### src/rtl/rrt_pkg.sv
package rrt_pkg;

    // Life cycle of one tracking slot
    typedef enum logic [1:0] {
        SLOT_FREE  = 2'd0,  // unused
        SLOT_WAIT  = 2'd1,  // request sent, reply outstanding
        SLOT_READY = 2'd2,  // data buffered, not yet consumed
        SLOT_DRAIN = 2'd3   // data consumed, acknowledgements outstanding
    } slot_state_e;

endpackage

### src/rtl/rrt_lookup.sv
module rrt_lookup #(
    parameter int N  = 4,
    parameter int AW = 16,
    localparam int TW = (N > 1) ? $clog2(N) : 1
) (
    input  logic                  clk,
    input  logic                  rst_n,
    input  logic [N-1:0]          busy,
    input  logic [N-1:0][AW-1:0]  addrs,
    input  logic [AW-1:0]         key,
    output logic                  hit,
    output logic [TW-1:0]         hit_idx
);

    logic [N-1:0] match;

    for (genvar g = 0; g < N; g++) begin : g_cmp
        assign match[g] = busy[g] && (addrs[g] == key);
    end

    always_comb begin
        hit     = 1'b0;
        hit_idx = '0;
        for (int i = 0; i < N; i++) begin
            if (match[i] && !hit) begin
                hit     = 1'b1;
                hit_idx = TW'(i);
            end
        end
    end

    // a line is tracked by at most one slot
    a_r3_single_owner_slot: assert property (@(posedge clk) disable iff (!rst_n)
        $onehot0(match));

endmodule

### src/rtl/rrt_pick.sv
module rrt_pick #(
    parameter int N = 4,
    localparam int TW = (N > 1) ? $clog2(N) : 1
) (
    input  logic          clk,
    input  logic          rst_n,
    input  logic [N-1:0]  free,
    output logic          any,
    output logic [TW-1:0] idx
);

    logic [N-1:0] grant;
    logic [N-1:0] lower_free;

    // lower_free[i] is set when some slot below i is free
    assign lower_free[0] = 1'b0;
    for (genvar g = 1; g < N; g++) begin : g_chain
        assign lower_free[g] = lower_free[g-1] | free[g-1];
    end

    for (genvar g = 0; g < N; g++) begin : g_grant
        assign grant[g] = free[g] & ~lower_free[g];
    end

    always_comb begin
        idx = '0;
        for (int i = 0; i < N; i++) begin
            if (grant[i]) idx = TW'(i);
        end
    end

    assign any = |free;

    // at most one slot is granted
    a_r11_one_grant: assert property (@(posedge clk) disable iff (!rst_n)
        $onehot0(grant));

    // a grant exists whenever any slot is free
    a_r11_grant_when_free: assert property (@(posedge clk) disable iff (!rst_n)
        (|free) |-> (|grant));

endmodule

### src/rtl/remote_req_tracker.sv
module remote_req_tracker #(
    parameter int ENTRIES = 4,
    parameter int AW      = 16,
    parameter int DW      = 32,
    parameter int CW      = 4,
    localparam int TW     = (ENTRIES > 1) ? $clog2(ENTRIES) : 1
) (
    input  logic          clk,
    input  logic          rst_n,
    input  logic          cpu_req_valid,
    input  logic          cpu_req_excl,
    input  logic [AW-1:0] cpu_req_addr,
    output logic          cpu_rsp_valid,
    output logic          cpu_rsp_retry,
    output logic [DW-1:0] cpu_rsp_data,
    output logic          cpu_wake,
    output logic [TW-1:0] cpu_wake_tag,
    output logic          net_req_valid,
    output logic          net_req_excl,
    output logic [AW-1:0] net_req_addr,
    output logic [TW-1:0] net_req_tag,
    input  logic          rep_valid,
    input  logic [TW-1:0] rep_tag,
    input  logic [DW-1:0] rep_data,
    input  logic [CW-1:0] rep_inv_cnt,
    input  logic          ack_valid,
    input  logic [TW-1:0] ack_tag
);
    import rrt_pkg::*;

    localparam int BW = CW + 1;  // signed balance width

    typedef struct packed {
        slot_state_e         st;
        logic                excl;
        logic [AW-1:0]       addr;
        logic [DW-1:0]       data;
        logic signed [BW-1:0] bal;
    } slot_t;

    typedef struct packed {
        slot_t [ENTRIES-1:0] slots;
        logic                rsp_valid;
        logic                rsp_retry;
        logic [DW-1:0]       rsp_data;
        logic                wake;
        logic [TW-1:0]       wake_tag;
        logic                net_valid;
        logic                net_excl;
        logic [AW-1:0]       net_addr;
        logic [TW-1:0]       net_tag;
    } state_t;

    state_t q, d;

    logic [ENTRIES-1:0]          busy_v;
    logic [ENTRIES-1:0]          free_v;
    logic [ENTRIES-1:0][AW-1:0]  addr_v;
    logic                        hit;
    logic [TW-1:0]               hit_idx;
    logic                        pick_any;
    logic [TW-1:0]               pick_idx;

    for (genvar g = 0; g < ENTRIES; g++) begin : g_view
        assign busy_v[g] = (q.slots[g].st != SLOT_FREE);
        assign free_v[g] = (q.slots[g].st == SLOT_FREE);
        assign addr_v[g] = q.slots[g].addr;
    end

    rrt_lookup #(.N(ENTRIES), .AW(AW)) u_lookup (
        .clk     (clk),
        .rst_n   (rst_n),
        .busy    (busy_v),
        .addrs   (addr_v),
        .key     (cpu_req_addr),
        .hit     (hit),
        .hit_idx (hit_idx)
    );

    rrt_pick #(.N(ENTRIES)) u_pick (
        .clk   (clk),
        .rst_n (rst_n),
        .free  (free_v),
        .any   (pick_any),
        .idx   (pick_idx)
    );

    always_comb begin
        d           = q;
        d.rsp_valid = 1'b0;
        d.rsp_retry = 1'b0;
        d.wake      = 1'b0;
        d.net_valid = 1'b0;

        // replies and acknowledgements from the network
        for (int i = 0; i < ENTRIES; i++) begin
            if (rep_valid && rep_tag == TW'(i) && q.slots[i].st == SLOT_WAIT) begin
                d.slots[i].st   = SLOT_READY;
                d.slots[i].data = rep_data;
                if (q.slots[i].excl)
                    d.slots[i].bal = q.slots[i].bal + $signed({1'b0, rep_inv_cnt});
                d.wake     = 1'b1;
                d.wake_tag = rep_tag;
            end
            if (ack_valid && ack_tag == TW'(i) && q.slots[i].st != SLOT_FREE
                && q.slots[i].excl) begin
                d.slots[i].bal = d.slots[i].bal - BW'(1);
            end
        end

        // processor access, judged on the state at the start of the cycle
        if (cpu_req_valid) begin
            d.rsp_valid = 1'b1;
            d.rsp_retry = 1'b1;
            if (hit) begin
                for (int i = 0; i < ENTRIES; i++) begin
                    if (hit_idx == TW'(i) && q.slots[i].st == SLOT_READY) begin
                        d.rsp_retry   = 1'b0;
                        d.rsp_data    = q.slots[i].data;
                        d.slots[i].st = SLOT_DRAIN;
                    end
                end
            end else if (pick_any) begin
                for (int i = 0; i < ENTRIES; i++) begin
                    if (pick_idx == TW'(i)) begin
                        d.slots[i].st   = SLOT_WAIT;
                        d.slots[i].excl = cpu_req_excl;
                        d.slots[i].addr = cpu_req_addr;
                        d.slots[i].data = '0;
                        d.slots[i].bal  = '0;
                    end
                end
                d.net_valid = 1'b1;
                d.net_excl  = cpu_req_excl;
                d.net_addr  = cpu_req_addr;
                d.net_tag   = pick_idx;
            end
        end

        // release consumed slots whose balance has settled
        for (int i = 0; i < ENTRIES; i++) begin
            if (d.slots[i].st == SLOT_DRAIN && d.slots[i].bal == '0)
                d.slots[i].st = SLOT_FREE;
        end
    end

    always_ff @(posedge clk) begin
        if (!rst_n) q <= '0;
        else        q <= d;
    end

    assign cpu_rsp_valid = q.rsp_valid;
    assign cpu_rsp_retry = q.rsp_retry;
    assign cpu_rsp_data  = q.rsp_data;
    assign cpu_wake      = q.wake;
    assign cpu_wake_tag  = q.wake_tag;
    assign net_req_valid = q.net_valid;
    assign net_req_excl  = q.net_excl;
    assign net_req_addr  = q.net_addr;
    assign net_req_tag   = q.net_tag;

    // every access is answered in the following cycle
    a_r2_access_answered: assert property (@(posedge clk) disable iff (!rst_n)
        cpu_req_valid |=> cpu_rsp_valid);

    // a request leaves only together with a retry response
    a_r2_send_with_retry: assert property (@(posedge clk) disable iff (!rst_n)
        net_req_valid |-> (cpu_rsp_valid && cpu_rsp_retry));

    // nothing is sent when no slot is free
    a_r10_full_no_send: assert property (@(posedge clk) disable iff (!rst_n)
        (cpu_req_valid && !pick_any) |=> !net_req_valid);

    // a wake pulse follows a reply
    a_r4_wake_after_reply: assert property (@(posedge clk) disable iff (!rst_n)
        cpu_wake |-> $past(rep_valid));

    // a draining line neither supplies data nor sends a request
    a_r8_drain_blocks: assert property (@(posedge clk) disable iff (!rst_n)
        (cpu_req_valid && hit && q.slots[hit_idx].st == SLOT_DRAIN)
        |=> (cpu_rsp_retry && !net_req_valid));

endmodule

### config.mk
export PLATFORM = sky130hd
export DESIGN_NAME = remote_req_tracker
export DESIGN_NICKNAME = d
export VERILOG_FILES = /design/src/rtl/rrt_pkg.sv /design/src/rtl/rrt_lookup.sv /design/src/rtl/rrt_pick.sv /design/src/rtl/remote_req_tracker.sv
export SDC_FILE = /design/constraint.sdc
export NUM_CORES = 1
export LEC_CHECK = 0
export CAP_MARGIN = 30
export CORE_ASPECT_RATIO = 1.1
export CORE_UTILIZATION = 50
export CTS_CLUSTER_SIZE = 30
export DETAILED_ROUTE_END_ITERATION = 8
export MAX_ROUTING_LAYER = met4
export PLACE_DENSITY_LB_ADDON = 0.05
export SYNTH_ARGS = -nofsm -noshare
export SYNTH_HDL_FRONTEND = slang
export SYNTH_SLANG_ARGS = --single-unit
### constraint.sdc
create_clock -name clk -period 3.1 [get_ports clk]
set_input_delay 0.31 -clock clk [delete_from_list [all_inputs] [get_ports clk]]
set_output_delay 0.31 -clock clk [all_outputs]
set_load 0.01 [all_outputs]
==> summary.md <==
| Metric | Value |
|---|---|
| Clk_lat worst skew | `~550 ps` |
| Count of cell types in the netlist | `between 60 and 70` |
| Status | `complete, no violations` |
| Post-cts repair resize count | `0` |
| Vias | `between 10,000 and 15,000` |
| Met1 wire length | `roughly 16 mm` |
| Fin area | `16,320 um^2` |
| Gate Count Post-Synth | `between 1,500 and 2,000` |
| Vias in the first global route | `11,030` |
| Residual DRC | `0` |
| CTS Hold Bufs | `0` |
| EDFF count, synth | `0` |
| Clock-pin slew on the worst setup and hold paths | `around 60 ps` |
| H-tree Lvls | `1` |
| ANT nets after route | `0` |
| Routed WL per cell | `between 15 and 20 um` |
| Final #Nets | `roughly 1,800` |
| Psw | `between 1.5 and 2 mW` |
| P_leak | `6.544 nW` |
| Peak supply drop | `~0.4 mV` |
| Fin. Hold Viols | `0` |
| CTS tree | `yes` |
| First-pass GRT wire length | `59.00 mm` |
| Die X | `roughly 160 um` |
| Register share of total power | `a little under half` |
| Period minus WS final | `2988 ps` |
| Max stage delay cell, worst path | `or4_1` |
| Initial antenna violation count | `0` |
| Clock Power Share | `a little over two fifths` |
| Full die area | `approximately 27,000 um^2` |
| Ys flop type | `dfxtp_1` |
| Maxcap violations | `0` |
| # port buffers | `~120` |
| Synth warnings | `0` |
| Gr ovfl total | `0` |
| Commonest non-fill, non-tap cell in the layout | `nand2_1` |
| Clock buffer depth | `3` |
| WP data required | `between 3000 and 4000 ps` |
| Most frequent cells in the layout | `nand2_1, dfxtp_1, nor2_1, a21oi_1, buf_4` |
| Clk sink count | `approximately 280` |
| Comb pwr share | `under 10%` |
| Pwr Total | `7.859 mW` |
| Fmax | `about 330 MHz` |
| Root Driver | `clkbuf_16` |
| Ant diodes | `0` |
| Setup bufs post-CTS | `0` |
| #FFs+latches synth | `about 280` |
| Num rows | `62` |
| CP endpoint kind | `register` |
| Synth Cell Area | `between 10,000 and 15,000 um^2` |
| DP HPWL | `roughly 25 mm` |
| CP Cell Sequence | `clkdlybuf4s50_1, buf_4, xnor2_1, nand4_1, nor4_1, a2bb2o_2, nor3_2, buf_4, or4_1, a21boi_0, buf_4` |
| DR WL met3 | `between 1 and 1.5 mm` |
| Vias per cell | `around 5.4` |
| Fin worst setup slack | `112.3 ps` |
| All-Layer GR Usage | `about 28%` |
| RSZ-0062 raised after global routing | `no` |
| Switching Share | `23.91%` |
| CP peak stage delay | `520 ps` |
| PwrDens | `481.6 nW/um^2` |
| DR WL met2 | `approximately 18 mm` |
| Routability cong. | `0.9124` |
| Register area share after synthesis | `between 40% and 50%` |
| Dpl ws | `-400.4 ps` |
| Register area | `5625 um^2` |
| Syn_nets | `approximately 1,600` |
| Async SR Flop Fraction | `0%` |
| Slew Viols, Final | `0` |
| Starting Density | `roughly half` |
| Highest metal used | `met4` |
| Fin crit share | `a little over nine tenths` |
| Setup violators final | `0` |
| Detailed Routing Iterations Pass 1 | `5` |
| Layout cell share with drive strength beyond 1 | `13.55%` |
| Die Ht | `roughly 170 um` |
| Initial drt markers | `a little under 700` |
| Largest net degree at the start of global routing | `60` |
| Area occupied by multi-input gates | `~6700 um^2` |
| Final hold slack | `411.5 ps` |
| Rel. slew slack | `57.85%` |
| Layout area overhead | `23.00%` |
| Core Util, Final | `between 60% and 70%` |
| Hold Path Class | `in2reg` |
| Most frequent CP cell | `buf_4` |
| Clk_skew | `around 11 ps` |
| Internal cell power | `about 6 mW` |
| Fill count | `around 2,300` |
| Total CTS buffers | `30` |
| Final wirelength | `36.63 mm` |
| I/O pin cnt | `119` |
| Critical path type | `in2reg` |
| Worst EP arrival | `approximately 3500 ps` |
| Placed cell area | `roughly 15,000 um^2` |
| Crit-path max FO | `7` |
| Core Area | `about 26,000 um^2` |
| Avg Inst Size Synth | `8.489 um^2` |
| Setup crit start kind | `input pin` |
| Worst-Margin Slew | `632.2 ps` |
## kinds of logic after synthesis
family / Yosys count / share of synthesized area (%)
simple gates: 622 / 20.90
fa+ha+maj: 24 / 2.489
xor+xnor: 94 / 6.205
flops: 281 / 42.40
compound gates: 291 / 14.29
buf+inv: 165 / 7.242
mux: 86 / 6.488
## critical path, delay by kind of cell
family,cells,cell delay (ps)
simple gates,4,1190
buf+inv,4,990
xor+xnor,1,270
compound gates,2,700
## cells in the mapped netlist (32+ instances only)
cell type	number	share of area, %
a211oi_1	59	3.3
a21oi_1	159	6.0
and2_1	32	1.5
buf_2	36	1.4
buf_4	61	3.5
clkbuf_1	55	1.6
dfxtp_1	281	42
mux2i_1	86	6.5
nand2_1	314	8.9
nor2_1	171	4.8
xnor2_1	48	3.2
xor2_1	46	3.0
## worst paths after layout
| path | to | start | cells past startpoint | slack (ps) |
|---|---|---|---|---|
| hold reg to reg | q[146]$_SDFF_PN0_ | q[146]$_SDFF_PN0_ | 2 | 450 |
| setup / recovery | cpu_rsp_retry$_SDFF_PN0_ | cpu_req_addr[8] | 11 | 110 |
| hold / removal | q[70]$_SDFF_PN0_ | rep_data[8] | 3 | 410 |
| setup reg to reg | cpu_rsp_retry$_SDFF_PN0_ | addr_v[17]$_SDFFE_PN0P_ | 9 | 200 |
## metal layers
layer  up-vias  global-route usage (%)
li1       5567                       -
met2       257                   48.19
met3        50                   2.456
met4         0                   7.039
met5         -                       -
met1      5351                   35.72
## cell type report
class / instances / share of cell area [%]
Inverter: 4 / 0.1073
Clock buffer: 45 / 5.259
Sequential cell: 281 / 34.47
Clock inverter: 8 / 0.3986
Multi-Input combinational cell: 1117 / 41.12
Tap cell: 352 / 2.699
Timing Repair Buffer: 279 / 15.95
## per-stage QoR
step           setup TNS, ps  cells
4_1_cts                    0   2086
5_1_grt                    0   2086
2_1_floorplan              0   1563
3_5_place_dp          -60900   2033
6_report                   0   2086
3_3_place_gp          -50860   2033
## power groups by stage
stage / Sequential [mW] / Clock [mW] / Combinational (mW)
global route: 3.71 / 3.64 / 0.775
detailed placement: 3.79 / 0 / 0.721
global placement: 3.79 / 0 / 0.719
floorplan: 3.78 / 0 / 0.368
finish: 3.71 / 3.43 / 0.722
CTS: 3.71 / 3.48 / 0.725
## sequential cells by signal (all words and copies together) (netlist names)
signal         flops
cpu_rsp_valid      1
cpu_rsp_retry      1
q                160
cpu_wake           1
cpu_wake_tag       2
addr_v            64
cpu_rsp_data      32
net_req_excl       1
net_req_tag        2
net_req_addr      16
net_req_valid      1
Note: power is estimated with default switching activity, not from simulation.
